$ cat config.mk
export PLATFORM = sky130hd
export DESIGN_NAME = cs_seq_mult
export DESIGN_NICKNAME = d
export VERILOG_FILES = /design/src/rtl/cs_mult_pkg.sv /design/src/rtl/cs_adder_row.sv /design/src/rtl/cs_mult_ctrl.sv /design/src/rtl/cs_seq_mult.sv
export SDC_FILE = /design/constraint.sdc
export NUM_CORES = 1
export LEC_CHECK = 0
export CAP_MARGIN = 5
export CELL_PAD_IN_SITES_DETAIL_PLACEMENT = 0
export CELL_PAD_IN_SITES_GLOBAL_PLACEMENT = 2
export CORE_MARGIN = 3
export CORE_UTILIZATION = 33
export DETAILED_ROUTE_END_ITERATION = 8
export PLACE_DENSITY = 0.82
export SLEW_MARGIN = 20
export SYNTH_ARGS = -nofsm -noshare
export SYNTH_HDL_FRONTEND = slang
export SYNTH_SLANG_ARGS = --single-unit
export TNS_END_PERCENT = 5
$ cat constraint.sdc
create_clock -name clk -period 2.2 [get_ports clk]
set_input_delay 0.33 -clock clk [delete_from_list [all_inputs] [get_ports clk]]
set_output_delay 0.33 -clock clk [all_outputs]
set_load 0.02 [all_outputs]
$ cat src/rtl/cs_mult_pkg.sv
package cs_mult_pkg;
  typedef enum logic [1:0] {
    PH_IDLE    = 2'd0,
    PH_STEP    = 2'd1,
    PH_RESOLVE = 2'd2
  } phase_t;
endpackage

$ cat src/rtl/cs_adder_row.sv
module cs_adder_row #(
  parameter int W = 8
) (
  input  logic [W-1:0] in_a,
  input  logic [W-1:0] in_b,
  input  logic [W-1:0] in_c,
  output logic [W-1:0] sum_o,
  output logic [W-1:0] cry_o
);
  // one independent full adder per bit, no carry chain between positions
  for (genvar g = 0; g < W; g++) begin : g_fa
    assign sum_o[g] = in_a[g] ^ in_b[g] ^ in_c[g];
    assign cry_o[g] = (in_a[g] & in_b[g]) | (in_a[g] & in_c[g]) | (in_b[g] & in_c[g]);
  end
endmodule

$ cat src/rtl/cs_mult_ctrl.sv
module cs_mult_ctrl
  import cs_mult_pkg::*;
#(
  parameter int N = 8
) (
  input  logic clk,
  input  logic rst_n,
  input  logic start,
  output logic load_o,
  output logic step_o,
  output logic resolve_o,
  output logic busy_o,
  output logic done_o
);
  localparam int CW = $clog2(N + 1);

  phase_t        ph_q, ph_d;
  logic [CW-1:0] cnt_q, cnt_d;
  logic          done_q, done_d;

  always_comb begin
    ph_d   = ph_q;
    cnt_d  = cnt_q;
    done_d = 1'b0;
    unique case (ph_q)
      PH_IDLE: begin
        if (start) begin
          ph_d  = PH_STEP;
          cnt_d = CW'(N - 1);
        end
      end
      PH_STEP: begin
        if (cnt_q == '0) ph_d = PH_RESOLVE;
        else             cnt_d = cnt_q - 1'b1;
      end
      PH_RESOLVE: begin
        ph_d   = PH_IDLE;
        done_d = 1'b1;
      end
      default: ph_d = PH_IDLE;
    endcase
  end

  always_ff @(posedge clk or negedge rst_n) begin
    if (!rst_n) begin
      ph_q   <= PH_IDLE;
      cnt_q  <= '0;
      done_q <= 1'b0;
    end else begin
      ph_q   <= ph_d;
      cnt_q  <= cnt_d;
      done_q <= done_d;
    end
  end

  assign load_o    = (ph_q == PH_IDLE) && start;
  assign step_o    = (ph_q == PH_STEP);
  assign resolve_o = (ph_q == PH_RESOLVE);
  assign busy_o    = (ph_q != PH_IDLE);
  assign done_o    = done_q;

  p_done_pulse_r2: assert property (@(posedge clk) disable iff (!rst_n)
    done_q |=> !done_q);
  p_resolve_after_step_r2: assert property (@(posedge clk) disable iff (!rst_n)
    (ph_q == PH_RESOLVE) |-> $past(ph_q == PH_STEP));
  p_done_after_resolve_r2: assert property (@(posedge clk) disable iff (!rst_n)
    $rose(done_q) |-> $past(ph_q == PH_RESOLVE));
  p_busy_start_ignored_r3: assert property (@(posedge clk) disable iff (!rst_n)
    ((ph_q == PH_STEP) && cnt_q != '0 && start) |=> (ph_q == PH_STEP));
endmodule

$ cat src/rtl/cs_seq_mult.sv
module cs_seq_mult #(
  parameter int N = 8
) (
  input  logic           clk,
  input  logic           rst_n,
  input  logic           start,
  input  logic [N-1:0]   multiplicand,
  input  logic [N-1:0]   multiplier,
  output logic [2*N-1:0] product,
  output logic           done
);
  localparam int CSW = N - 1;

  logic load, step, resolve, busy;

  logic [N-1:0]   sum_q, sum_d;
  logic [CSW-1:0] cs_q,  cs_d;
  logic [N-1:0]   mq_q,  mq_d;
  logic [N-1:0]   mc_q,  mc_d;
  logic [N-1:0]   pp, row_sum, row_cry;

  cs_mult_ctrl #(.N(N)) u_ctrl (
    .clk      (clk),
    .rst_n    (rst_n),
    .start    (start),
    .load_o   (load),
    .step_o   (step),
    .resolve_o(resolve),
    .busy_o   (busy),
    .done_o   (done)
  );

  assign pp = mq_q[0] ? mc_q : '0;

  cs_adder_row #(.W(N)) u_row (
    .in_a (sum_q),
    .in_b ({1'b0, cs_q}),
    .in_c (pp),
    .sum_o(row_sum),
    .cry_o(row_cry)
  );

  // Shift step: the row carry at weight i+1 lands at weight i after the shift.
  // The topmost carry fills the vacated sum MSB, so the carry word needs N-1 bits.
  always_comb begin
    sum_d = sum_q;
    cs_d  = cs_q;
    mq_d  = mq_q;
    mc_d  = mc_q;
    if (load) begin
      sum_d = '0;
      cs_d  = '0;
      mq_d  = multiplier;
      mc_d  = multiplicand;
    end else if (step) begin
      sum_d = {row_cry[N-1], row_sum[N-1:1]};
      cs_d  = row_cry[CSW-1:0];
      mq_d  = {row_sum[0], mq_q[N-1:1]};
    end else if (resolve) begin
      sum_d = sum_q + {1'b0, cs_q};
      cs_d  = '0;
    end
  end

  always_ff @(posedge clk or negedge rst_n) begin
    if (!rst_n) begin
      sum_q <= '0;
      cs_q  <= '0;
      mq_q  <= '0;
      mc_q  <= '0;
    end else begin
      if (load || step || resolve) begin
        sum_q <= sum_d;
        cs_q  <= cs_d;
        mq_q  <= mq_d;
      end
      if (load) mc_q <= mc_d;
    end
  end

  assign product = {sum_q, mq_q};

  p_carry_empty_r1: assert property (@(posedge clk) disable iff (!rst_n)
    done |-> (cs_q == '0));
  p_operand_hold_r3: assert property (@(posedge clk) disable iff (!rst_n)
    (busy && start) |=> $stable(mc_q));
  p_idle_hold_r6: assert property (@(posedge clk) disable iff (!rst_n)
    (!busy && !start) |=> $stable(product));
  p_no_resolve_overflow_r1: assert property (@(posedge clk) disable iff (!rst_n)
    resolve |-> ({1'b0, sum_q} + {2'b00, cs_q}) < (1 << N));
endmodule

# Word-level counts from Yosys, hierarchy flattened

Cells that the tools add are included.

Register bits after elaboration: 38
Output and inout bits: 17
Input port bits: 19
Word-level logic and storage cells: 93

$add $sub $neg: 2
Eq/ne operators: 5
Bitwise gates (word level): 51
Mux-type cells: 16
Reductions and logical operators: 12

Operator list:

| cell                | count |
|---|---|
| $mux 8              | 6 |
| $and 1x1->1         | 22 |
| $mux 7              | 3 |
| $xor 1x1->1         | 15 |
| $or 1x1->1          | 14 |
| $add 8x7->8         | 1 |
| $mux 4              | 2 |
| $pmux 4 s2          | 1 |
| $reduce_and 2->1    | 3 |
| $logic_not 4->1     | 1 |
| $mux 2              | 2 |
| $ne 2x2->1 const B  | 2 |
| $pmux 2 s2          | 1 |
| $reduce_bool 2->1   | 2 |
| $sub 4x1->4 const B | 1 |
| $reduce_and 3->1    | 1 |
| $reduce_bool 3->1   | 1 |
| $eq 2x1->1 const B  | 1 |
| $eq 2x2->1 const B  | 1 |
| $logic_not 2->1     | 1 |
| $logic_or 1x1->1    | 2 |
| $ne 2x1->1 const B  | 1 |
| $logic_and 1x1->1   | 1 |
| $mux 1              | 1 |

# Longest topological paths before layout

Gate-level depths: netlist (run 1).

Word-level depth: 6
Gate-level depth with buffers: 7
Mapped depth without buffers: 7

# Modules after synthesis

Synthesis (run 1) repeated with hierarchy kept, for this count alone.

Cells, all modules: 208
Area, all modules: 2,188.3 sq um

Modules (own cells, without submodules):

| module       | times used | area an instance (sq um) | cells an instance | sequential area each (sq um) |
|---|---|---|---|---|
| cs_seq_mult  | 1          | 1,667.8                  | 161               | 775.7 |
| cs_mult_ctrl | 1          | 360.3                    | 39                | 175.2 |
| cs_adder_row | 1          | 160.2                    | 8                 | 0.0 |

# Least setup slack after synthesis (run 1)

Ideal clock, no wire load.

Kind: reg-to-reg
Start point: register sum_q[0]
End point: register sum_q[6]
Stages on the path, launching flop included: 8
Required time: 2,069 ps
Path buffers: 0
Data arrival time: 1,954 ps
Slack: 116 ps
Cells stage by stage: dfrtp_1 > ha_1 > fa_1 > a21o_1 > a31o_2 > a21oi_1 > xor2_1 > o21ai_0

Cells in the longest elaborated chain, start to end: 4

RTL lines:

| item                   | RTL line          | source |
|---|---|---|
| start, declared        | cs_seq_mult.sv:16 | `logic [N-1:0] sum_q, sum_d;` |
| start signal, assigned | cs_seq_mult.sv:73 | `sum_q <= sum_d;` |
| $add 8x7->8            | cs_seq_mult.sv:60 | `sum_d = sum_q + {1'b0, cs_q};` |
| $mux 8                 | cs_seq_mult.sv:59 | `end else if (resolve) begin` |
| $mux 8                 | cs_seq_mult.sv:55 | `end else if (step) begin` |
| $mux 8                 | cs_seq_mult.sv:50 | `if (load) begin` |

Every way passes these cells. The select of a mux whose other input is x is not followed.
A chain may end at the register's enable or synchronous reset.

# Worst setup path after layout (run 1)

Start point: register cs_q[0]
End point: register sum_q[6]

Cells in the longest elaborated chain, start to end: 4

RTL lines:

| item                   | RTL line          | source |
|---|---|---|
| start, declared        | cs_seq_mult.sv:17 | `logic [CSW-1:0] cs_q, cs_d;` |
| start signal, assigned | cs_seq_mult.sv:74 | `cs_q <= cs_d;` |
| $add 8x7->8            | cs_seq_mult.sv:60 |  |
| $mux 8                 | cs_seq_mult.sv:59 |  |
| $mux 8                 | cs_seq_mult.sv:55 |  |
| $mux 8                 | cs_seq_mult.sv:50 |  |

Every way passes these cells. The select of a mux whose other input is x is not followed.

==> results of run 1 <==
-- report_power, final --
group	internal (mW)	switching, mW
clock	0.339	0.239
sequential	0.995	0.276
combinational	0.859	0.909
total	2.19	1.42
-- layer usage --
metal	track usage, %	up-vias	share of wire, %
li1	-	776	-
met2	20.7	22	48
met1	16.8	781	48
met4	4.75	0	1.4
met5	0	-	0
met3	3.01	6	2.8
-- area by class of cell --
cell class / count / share of cell area, %
clock buffer: 7 / 2.89
clock inverter: 1 / 1.14
inverter: 17 / 2.41
multi-input combinational: 136 / 38.3
sequential: 38 / 36.0
tap: 75 / 3.55
timing repair buffer: 44 / 15.7
-- path summary, 6_finish.rpt --
check / start / end / slack (ps) / depth (start not counted)
hold reg to reg: mq_q[2]$_DFFE_PN0P_ / mq_q[2]$_DFFE_PN0P_ / 500 / 2
max in group asynchronous: rst_n / sum_q[4]$_DFFE_PN0P_ / 1200 / 3
hold / removal: rst_n / mq_q[7]$_DFFE_PN0P_ / 490 / 2
setup reg to reg: cs_q[0]$_DFFE_PN0P_ / sum_q[6]$_DFFE_PN0P_ / 160 / 7
setup / recovery: cs_q[0]$_DFFE_PN0P_ / sum_q[6]$_DFFE_PN0P_ / 160 / 7
min in group clk: mq_q[2]$_DFFE_PN0P_ / mq_q[2]$_DFFE_PN0P_ / 500 / 2
-- logic make-up (layout without fill, tap and decap cells) --
group | Yosys count | count (layout) | synth area share [%]
and+or+nand+nor | 56 | 56 | 11.8
AOI/OAI and AO/OA | 48 | 48 | 16.3
DFF | 38 | 38 | 46.2
buffers and inverters | 25 | 69 | 4.92
adders and majority gates | 17 | 17 | 13.2
muxes | 10 | 10 | 5.35
xor gates and xnor gates | 5 | 5 | 2.13
-- state kept, by name (all words and copies together) (netlist names) --
name,cells
sum_q,8
u_ctrl.cnt_q,4
cs_q,7
u_ctrl.done_o,1
mq_q,8
u_ctrl.ph_q,2
mc_q,8
-- critical path: stages (launching register included) --
cell and delay [ps]:
dfrtp_1 430, ha_1 250, fa_1 420, a21o_1 210, a31o_2 240, a21oi_1 170, xor2_1 140, o21ai_0 80
-- Yosys cell counts --
cell type | number | area [sq um]
o21ai_2 | 1 | 8.76
clkbuf_1 | 2 | 7.51
o31ai_1 | 1 | 7.51
a31o_2 | 1 | 8.76
mux2_2 | 8 | 90.1
nor2_1 | 9 | 33.8
a211oi_2 | 1 | 12.5
nand2_1 | 33 | 124
o221ai_1 | 2 | 17.5
xnor2_1 | 1 | 8.76
nor2b_1 | 1 | 6.26
and2_1 | 2 | 12.5
a31oi_1 | 1 | 6.26
nand2b_2 | 1 | 8.76
and3_1 | 1 | 6.26
a2111oi_0 | 1 | 8.76
a221o_1 | 2 | 20.0
xor2_1 | 4 | 35.0
inv_1 | 17 | 63.8
nor3_1 | 4 | 20.0
dfrtp_1 | 38 | 951
or2_2 | 2 | 12.5
buf_2 | 6 | 30.0
nor3b_1 | 1 | 7.51
o21ai_0 | 9 | 45.0
a221oi_1 | 3 | 26.3
nand2b_1 | 1 | 6.26
fa_1 | 8 | 160
o32ai_1 | 1 | 8.76
a21o_1 | 4 | 30.0
a2111o_1 | 1 | 11.3
nor4_1 | 1 | 6.26
mux2i_1 | 2 | 20.0
a211oi_1 | 1 | 7.51
a21oi_1 | 10 | 50.1
ha_1 | 9 | 113
a22oi_1 | 9 | 67.6
-- through the flow --
step / total power, mW / util [%] / cell area (sq um)
after floorplan: 2.42 / - / 2060
after global placement: 3.06 / 42.2 / 2530
after detailed placement: 3.08 / 42.2 / 2530
after CTS: 3.68 / 44.1 / 2640
after global routing: 3.94 / 44.1 / 2640
final: 3.62 / 44.1 / 2640
==> metrics.md, run 1 <==
| Metric | Value |
|---|---|
| Status | `finished, final reports clean` |
| Maximum number of pins on one net before global-route repair | `17` |
| Crit. End Element | `register` |
| Die Area | `7230 sq um` |
| Setup WS pre-CTS | `132 ps` |
| Sequential fraction of the synthesis area | `46.2%` |
| Non-Filler Instances | `318` |
| Pwr dens | `1370 nW/um^2` |
| Worst-Margin Slew | `454 ps` |
| CTS buffer count | `5` |
| Vert. Die Dim | `85 microns` |
| Num ports | `36` |
| Final Hold Viols | `0` |
| Total clock sinks | `38` |
| Post-route setup slack | `156 ps` |
| Area growth, synth to finish | `28.3%` |
| Post-route ant nets | `0` |
| Placed cell count | `309` |
| DRC | `0` |
| Vias in the first global route | `1554` |
| Vias | `1585` |
| Leading cell types in the layout, fill and taps excluded | `dfrtp_1, clkdlybuf4s50_1, nand2_1` |
| Most common cell after layout, fill and taps aside | `dfrtp_1` |
| Cell variety after synth | `37` |
| Detailed Place HPWL | `3.24 mm` |
| Slew Viols, Final | `0` |
| RSZ-0062 raised after global routing | `no` |
| Worst setup path class | `reg -> reg` |
| Setup bufs post-CTS | `0` |
| Synthesized flop and latch total | `38` |
| Mapped cell area | `2060 sq um` |
| Initial Util | `34.4%` |
| Clk_lat worst skew | `290 ps` |
| Post-cts sizing count | `0` |
| GRT Residual Overflow | `0` |
| Core region area | `5990 sq um` |
| Post-Synthesis Cells | `199` |
| Req. time, crit path | `2370 ps` |
| Fmax | `489 MHz` |
| Cell Rows | `28` |
| Worst-case clock buffer depth | `2` |
| Filler cell count | `579` |
| Hold_buf cts | `1` |
| Relative slew slack | `69.7%` |
| Total of max-cap violations | `0` |
| Setup violators final | `0` |
| CTS Root Cell | `clkbuf_8` |
| Initial antenna violation count | `0` |
| Vias per cell | `4.98` |
| Clk_skew | `7.23 ps` |
| VDD IR-drop max | `465 uV` |
| Hold crit path type | `in -> async` |
| Gr usage total | `12.8%` |
| Crit share post-route | `92.9%` |
| Startpoint class of the critical path | `register` |
| Buffers on Ports | `35` |
| Syn_area_per_cell | `10.3 sq um` |
| Wire per inst | `13.7 microns` |
| Leak pwr | `1.20 nW` |
| First-pass GRT wire length | `7.36 mm` |
| Register area | `951 sq um` |
| Multi-input logic area | `1010 sq um` |
| Largest fanout on the critical path | `4` |
| Clk slew on worst S/H paths | `80 ps` |
| Routability cong. | `0.767` |
| H-tree levels | `2` |
| Share of layout cells above drive strength 1 | `12.3%` |
| Fin crit period | `2040 ps` |
| CTS tree | `yes` |
| Hold slack | `486 ps` |
| Chip width | `85 microns` |
| Arr. time, crit path | `2220 ps` |
| Syn_nets | `235` |
| Nets | `278` |
| N_diodes | `0` |
| 1st-iter DRT viols | `63` |
| Fin Setup TNS | `0 ps` |
| Final wirelength | `4.35 mm` |
| Synth warnings | `0` |
| First-pass iteration count of the detailed router | `4` |
(Power assumes the default switching activity.)
==> inputs of run 2 (changes only) <==
- REMOVE_ABC_BUFFERS: not set -> 1
==> metrics.md, run 2 (synthesis results as in run 1) <==
| Metric | Value |
|---|---|
| Buf/Inv on CP | `0 (unchanged)` |
| Req. time, crit path | `2360 ps (was 2370 ps)` |
| Routability cong. | `0.734 (was 0.767)` |
| VDD IR-drop max | `618 uV (was 465 uV)` |
| Buffers on Ports | `35 (unchanged)` |
| Total clock sinks | `38 (unchanged)` |
| Gr usage total | `13.6% (was 12.8%)` |
| Biggest regs | `mc_q (8), mq_q (8), sum_q (8) (unchanged)` |
| Crit share post-route | `92.9% (about the same)` |
| Cell Chain, Critical Path | `ha_2 > fa_1 > a21o_1 > a31o_2 > a21oi_1 > xor2_1 > o21ai_0 (was ha_1 > fa_1 > a21o_1 > a31o_2 > a21oi_1 > xor2_1 > o21ai_0)` |
| Clk slew on worst S/H paths | `80 ps (about the same)` |
| Vias per cell | `4.92 (was 4.98)` |
| Vias in the first global route | `1558 (was 1554)` |
| Arr. time, crit path | `2210 ps (was 2220 ps)` |
| Fmax | `489 MHz (about the same)` |
| Fin crit period | `2040 ps (about the same)` |
| Vias | `1559 (was 1585)` |
| FF-to-FF End | `sum_q[6]$_DFFE_PN0P_ (unchanged)` |
| Final Hold Viols | `0 (unchanged)` |
| Initial antenna violation count | `0 (unchanged)` |
| Wire per inst | `14.7 microns (was 13.7 microns)` |
| Crit. End Element | `register (unchanged)` |
| Hold slack | `25.4 ps (was 486 ps)` |
| 1st-iter DRT viols | `76 (was 63)` |
| DRC | `0 (unchanged)` |
| Num ports | `36 (unchanged)` |
| Post-route ant nets | `0 (unchanged)` |
| Worst-case clock buffer depth | `2 (unchanged)` |
| Initial Util | `34.4% (unchanged)` |
| Hold_buf cts | `0 (was 1)` |
| Core region area | `5990 sq um (unchanged)` |
| H-tree levels | `2 (unchanged)` |
| RSZ-0062 raised after global routing | `no (unchanged)` |
| Critical path's slowest cell | `dfrtp_1 (unchanged)` |
| First-pass iteration count of the detailed router | `4 (unchanged)` |
| Worst reg2reg setup slack | `160 ps (about the same)` |
| Vert. Die Dim | `85 microns (unchanged)` |
| CTS tree | `yes (unchanged)` |
| Nets | `277 (was 278)` |
| Crit path largest cell delay | `430 ps (about the same)` |
| Setup violators final | `0 (unchanged)` |
| Largest fanout on the critical path | `4 (unchanged)` |
| Slew Viols, Final | `0 (unchanged)` |
| Die Area | `7230 sq um (unchanged)` |
| Clk_lat worst skew | `290 ps (about the same)` |
| First-pass GRT wire length | `7.82 mm (was 7.36 mm)` |
| Worst setup path class | `reg -> reg (unchanged)` |
| CTS Root Cell | `clkbuf_8 (unchanged)` |
| Area growth, synth to finish | `28.1% (was 28.3%)` |
| Relative slew slack | `62.7% (was 69.7%)` |
| GRT Residual Overflow | `0 (unchanged)` |
| Post-layout util | `44.0% (was 44.1%)` |
| Filler cell count | `593 (was 579)` |
| Clk_skew | `11.6 ps (was 7.23 ps)` |
| Startpoint class of the critical path | `register (unchanged)` |
| Pwr dens | `1380 nW/um^2 (was 1370 nW/um^2)` |
| N_diodes | `0 (unchanged)` |
| Share of layout cells above drive strength 1 | `13.6% (was 12.3%)` |
| Most common cell after layout, fill and taps aside | `dfrtp_1 (unchanged)` |
| Cell Rows | `28 (unchanged)` |
| Leading cell types in the layout, fill and taps excluded | `dfrtp_1, clkdlybuf4s50_1, nand2_1 (unchanged)` |
| Worst-Margin Slew | `559 ps (was 454 ps)` |
| Detailed Place HPWL | `3.45 mm (was 3.24 mm)` |
| Family with the most delay on the worst path | `compound AO/OA/AOI/OAI gates (unchanged)` |
| Total of max-cap violations | `0 (unchanged)` |
| Status | `finished, final reports clean (unchanged)` |
| Setup bufs post-CTS | `0 (unchanged)` |
| RR Startpoint | `cs_q[0]$_DFFE_PN0P_ (unchanged)` |
| Final wirelength | `4.65 mm (was 4.35 mm)` |
| Maximum number of pins on one net before global-route repair | `25 (was 17)` |
| CTS buffer count | `5 (unchanged)` |
| Hold crit path type | `in -> async (unchanged)` |
| Worst reg2reg path depth | `7 (unchanged)` |
| Leak pwr | `1.20 nW (about the same)` |
| Chip width | `85 microns (unchanged)` |
[run 2: cell types whose count changed in the layout (fill, tap and decap cells not counted)]
| cell | delta |
|---|---|
| ha_1 | -1 |
| ha_2 | +1 |
| clkbuf_1 | -2 |
| clkinv_2 | +2 |
| dlygate4sd3_1 | -1 |
[run 2: layout make-up]
type,instances,area [sq um],area share [%]
inverter,17,63.8,2.42
clock buffer,5,68.8,2.61
clock inverter,3,40.0,1.52
sequential,38,951,36.1
multi-input combinational,136,1010,38.5
tap,75,93.8,3.56
timing repair buffer,43,405,15.4
[run 2: layer usage]
layer | vias to the layer above | GRT usage, % | part of all wire (%)
met5 | - | 0 | 0
met4 | 0 | 3.02 | 0
met3 | 0 | 3.01 | 2.0
met2 | 13 | 21.6 | 50
met1 | 775 | 19.1 | 48
li1 | 771 | - | -
[run 2: stage by stage]
stage | total power [mW] | cell area, sq um | TNS, ps | std cells | setup slack [ps]
global route | 4.00 | 2640 | 0 | 317 | 13.2
finish | 3.65 | 2640 | 0 | 317 | 156
global placement | 3.09 | 2530 | 0 | 309 | 168
detailed placement | 3.11 | 2530 | 0 | 309 | 120
CTS | 3.72 | 2640 | 0 | 317 | 108
floorplan | 2.39 | 2020 | -4020 | 191 | -307
[run 2: how the worst max path moves through the flow]
stage                               start              endpoint  cells after the start
5_1_grt               cs_q[0]$_DFFE_PN0P_  sum_q[6]$_DFFE_PN0P_                      7
3_5_place_dp          cs_q[0]$_DFFE_PN0P_  sum_q[6]$_DFFE_PN0P_                      7
3_3_place_gp          cs_q[0]$_DFFE_PN0P_  sum_q[6]$_DFFE_PN0P_                      7
6_report              cs_q[0]$_DFFE_PN0P_  sum_q[6]$_DFFE_PN0P_                      7
4_1_cts               cs_q[0]$_DFFE_PN0P_  sum_q[6]$_DFFE_PN0P_                      7
2_1_floorplan  u_ctrl.ph_q[1]$_DFFE_PN0P_   mq_q[0]$_DFFE_PN0P_                      4
[run 2: what timing repair did]
| item | in CTS | in global routing |
|---|---|---|
| gates resized for setup | 0 | 1 |
| setup endpoints to repair | 0 | 1 |
| endpoints found under the hold margin | 0 | 0 |
[run 2: where the power goes]
group / switching [mW] / leakage, nW / internal [mW]
clock: 0.253 / 0.0579 / 0.334
sequential: 0.290 / 0.476 / 0.995
combinational: 0.918 / 0.663 / 0.862
==> inputs of run 3 (changes only) <==
- CORE_UTILIZATION: 33 -> 36
- PLACE_DENSITY: 0.82 -> 0.88
- SLEW_MARGIN: 20 -> not set
- clock period: 2.2 -> 2.63 ns (I/O delays scaled with it)
==> metrics.md, run 3 (synthesis results as in run 1) <==
| Metric | Value |
|---|---|
| Status | `finished, final reports clean (unchanged)` |
| RSZ-0062 raised after global routing | `no (unchanged)` |
| DRC | `0 (unchanged)` |
| Worst reg2reg setup slack | `550 ps (was 160 ps)` |
| First-pass iteration count of the detailed router | `4 (unchanged)` |
| Hold_buf cts | `0 (unchanged)` |
| Fin Setup TNS | `0 ps (unchanged)` |
| Die Area | `6660 sq um (was 7230 sq um)` |
| Crit path largest cell delay | `440 ps (was 430 ps)` |
| Net Sw Power | `1.18 mW (was 1.46 mW)` |
| Gr usage total | `14.4% (was 13.6%)` |
| Vias per cell | `5.02 (was 4.92)` |
| Setup WS pre-CTS | `517 ps (was 120 ps)` |
| Cell Rows | `26 (was 28)` |
| Buf/Inv on CP | `0 (unchanged)` |
| Vert. Die Dim | `81.6 microns (was 85 microns)` |
| Routability cong. | `0.789 (was 0.734)` |
| Req. time, crit path | `2810 ps (was 2360 ps)` |
| Area growth, synth to finish | `26.4% (was 28.1%)` |
| Relative slew slack | `41.8% (was 62.7%)` |
| Pwr dens | `1160 nW/um^2 (was 1380 nW/um^2)` |
| Most common cell after layout, fill and taps aside | `dfrtp_1 (unchanged)` |
| 1st-iter DRT viols | `90 (was 76)` |
| Combinational Power Share | `47.7% (was 48.7%)` |
| N_diodes | `0 (unchanged)` |
| Worst-case clock buffer depth | `2 (unchanged)` |
| Share of layout cells above drive strength 1 | `11.4% (was 13.6%)` |
| Sequential Power Share | `35.6% (was 35.2%)` |
| Largest fanout on the critical path | `5 (was 4)` |
| CTS Root Cell | `clkbuf_8 (unchanged)` |
| Internal | `1.83 mW (was 2.19 mW)` |
| FF-to-FF End | `sum_q[6]$_DFFE_PN0P_ (unchanged)` |
| Biggest regs | `mc_q (8), mq_q (8), sum_q (8) (unchanged)` |
| Worst setup path class | `reg -> reg (unchanged)` |
| Leak pwr | `1.18 nW (was 1.20 nW)` |
| H-tree levels | `2 (unchanged)` |
| Filler cell count | `500 (was 593)` |
| Final wirelength | `4.29 mm (was 4.65 mm)` |
| Switching share of power | `39.3% (was 40.0%)` |
| Chip width | `81.6 microns (was 85 microns)` |
| Arr. time, crit path | `2260 ps (was 2210 ps)` |
| Vias | `1541 (was 1559)` |
| Maximum number of pins on one net before global-route repair | `39 (was 25)` |
| Total clock sinks | `38 (unchanged)` |
| Hold slack | `216 ps (was 25.4 ps)` |
| Family with the most delay on the worst path | `adder cells (was compound AO/OA/AOI/OAI gates)` |
| First-pass GRT wire length | `7.29 mm (was 7.82 mm)` |
| Clk_lat worst skew | `290 ps (about the same)` |
| Buffers on Ports | `35 (unchanged)` |
| Setup violators final | `0 (unchanged)` |
| Clk_skew | `7.94 ps (was 11.6 ps)` |
| Worst reg2reg path depth | `7 (unchanged)` |
| RR Startpoint | `sum_q[0]$_DFFE_PN0P_ (was cs_q[0]$_DFFE_PN0P_)` |
| Detailed Place HPWL | `3.05 mm (was 3.45 mm)` |
| Placed cell count | `300 (was 309)` |
| Nets | `273 (was 277)` |
| Crit share post-route | `79.2% (was 92.9%)` |
| Clk slew on worst S/H paths | `80 ps (about the same)` |
| Initial Util | `38.8% (was 34.4%)` |
| Setup bufs post-CTS | `0 (unchanged)` |
| Slew Viols, Final | `0 (unchanged)` |
| Clock power share | `16.8% (was 16.1%)` |
| Cell Chain, Critical Path | `ha_1 > fa_1 > a21o_1 > a31o_2 > a21oi_1 > xor2_1 > o21ai_0 (was ha_2 > fa_1 > a21o_1 > a31o_2 > a21oi_1 > xor2_1 > o21ai_0)` |
| Total power | `3.01 mW (was 3.65 mW)` |
| Initial antenna violation count | `0 (unchanged)` |
| Fmax | `480 MHz (was 489 MHz)` |
| Leading cell types in the layout, fill and taps excluded | `dfrtp_1, clkdlybuf4s50_1, nand2_1 (unchanged)` |
| Critical path's slowest cell | `dfrtp_1 (unchanged)` |
| Crit. End Element | `register (unchanged)` |
| Post-route ant nets | `0 (unchanged)` |
| VDD IR-drop max | `448 uV (was 618 uV)` |
| Wire per inst | `14.0 microns (was 14.7 microns)` |
| CTS tree | `yes (unchanged)` |
| Post-route setup slack | `547 ps (was 156 ps)` |
| Final Hold Viols | `0 (unchanged)` |
| CTS buffer count | `5 (unchanged)` |
| Total of max-cap violations | `0 (unchanged)` |
| Core region area | `5300 sq um (was 5990 sq um)` |
| Num ports | `36 (unchanged)` |
| Non-Filler Instances | `307 (was 317)` |
| Fin crit period | `2080 ps (was 2040 ps)` |
| Hold crit path type | `in -> async (unchanged)` |
| Post-cts sizing count | `0 (unchanged)` |
| Multi-input logic area | `1010 sq um (about the same)` |
| Vias in the first global route | `1510 (was 1558)` |
| Startpoint class of the critical path | `register (unchanged)` |
| GRT Residual Overflow | `0 (unchanged)` |
| Worst-Margin Slew | `873 ps (was 559 ps)` |
| Register area | `951 sq um (unchanged)` |
run 3: worst max-delay path by stage:
stage	startpoint	endpoint	slack (ps)	cells past startpoint
floorplan	u_ctrl.ph_q[1]$_DFFE_PN0P_	mq_q[0]$_DFFE_PN0P_	120	4
global placement	sum_q[0]$_DFFE_PN0P_	sum_q[6]$_DFFE_PN0P_	590	7
detailed placement	sum_q[0]$_DFFE_PN0P_	sum_q[6]$_DFFE_PN0P_	520	7
CTS	sum_q[0]$_DFFE_PN0P_	sum_q[6]$_DFFE_PN0P_	520	7
global route	sum_q[0]$_DFFE_PN0P_	sum_q[6]$_DFFE_PN0P_	420	7
finish	sum_q[0]$_DFFE_PN0P_	sum_q[6]$_DFFE_PN0P_	550	7
run 3: layout make-up:
class / instances / area share [%]
timing repair buffer: 39 / 14.4
multi-input combinational: 136 / 38.9
clock inverter: 1 / 1.15
inverter: 17 / 2.45
sequential: 38 / 36.5
clock buffer: 6 / 3.17
tap: 70 / 3.37
run 3: power by group through the flow:
stage / clock network, mW / registers [mW] / logic [mW]
after floorplan: 0 / 1.16 / 0.838
after global placement: 0 / 1.09 / 1.44
after detailed placement: 0 / 1.09 / 1.45
after CTS: 0.528 / 1.08 / 1.46
after global routing: 0.547 / 1.12 / 1.63
final: 0.505 / 1.07 / 1.44
run 3: per-layer routing:
layer / GRT usage, % / routed length (microns) / part of all wire, %
met3: 2.96 / 190 / 4.4
met5: 0 / 0 / 0
met1: 20.0 / 2060 / 48
met4: 5.48 / 80 / 1.9
met2: 22.0 / 1960 / 46
run 3: through the flow:
stage               area [sq um]  utilization (%)
detailed placement          2490             47.0
CTS                         2600             49.1
global route                2600             49.1
finish                      2600             49.1
floorplan                   2020                -
global placement            2490             47.0
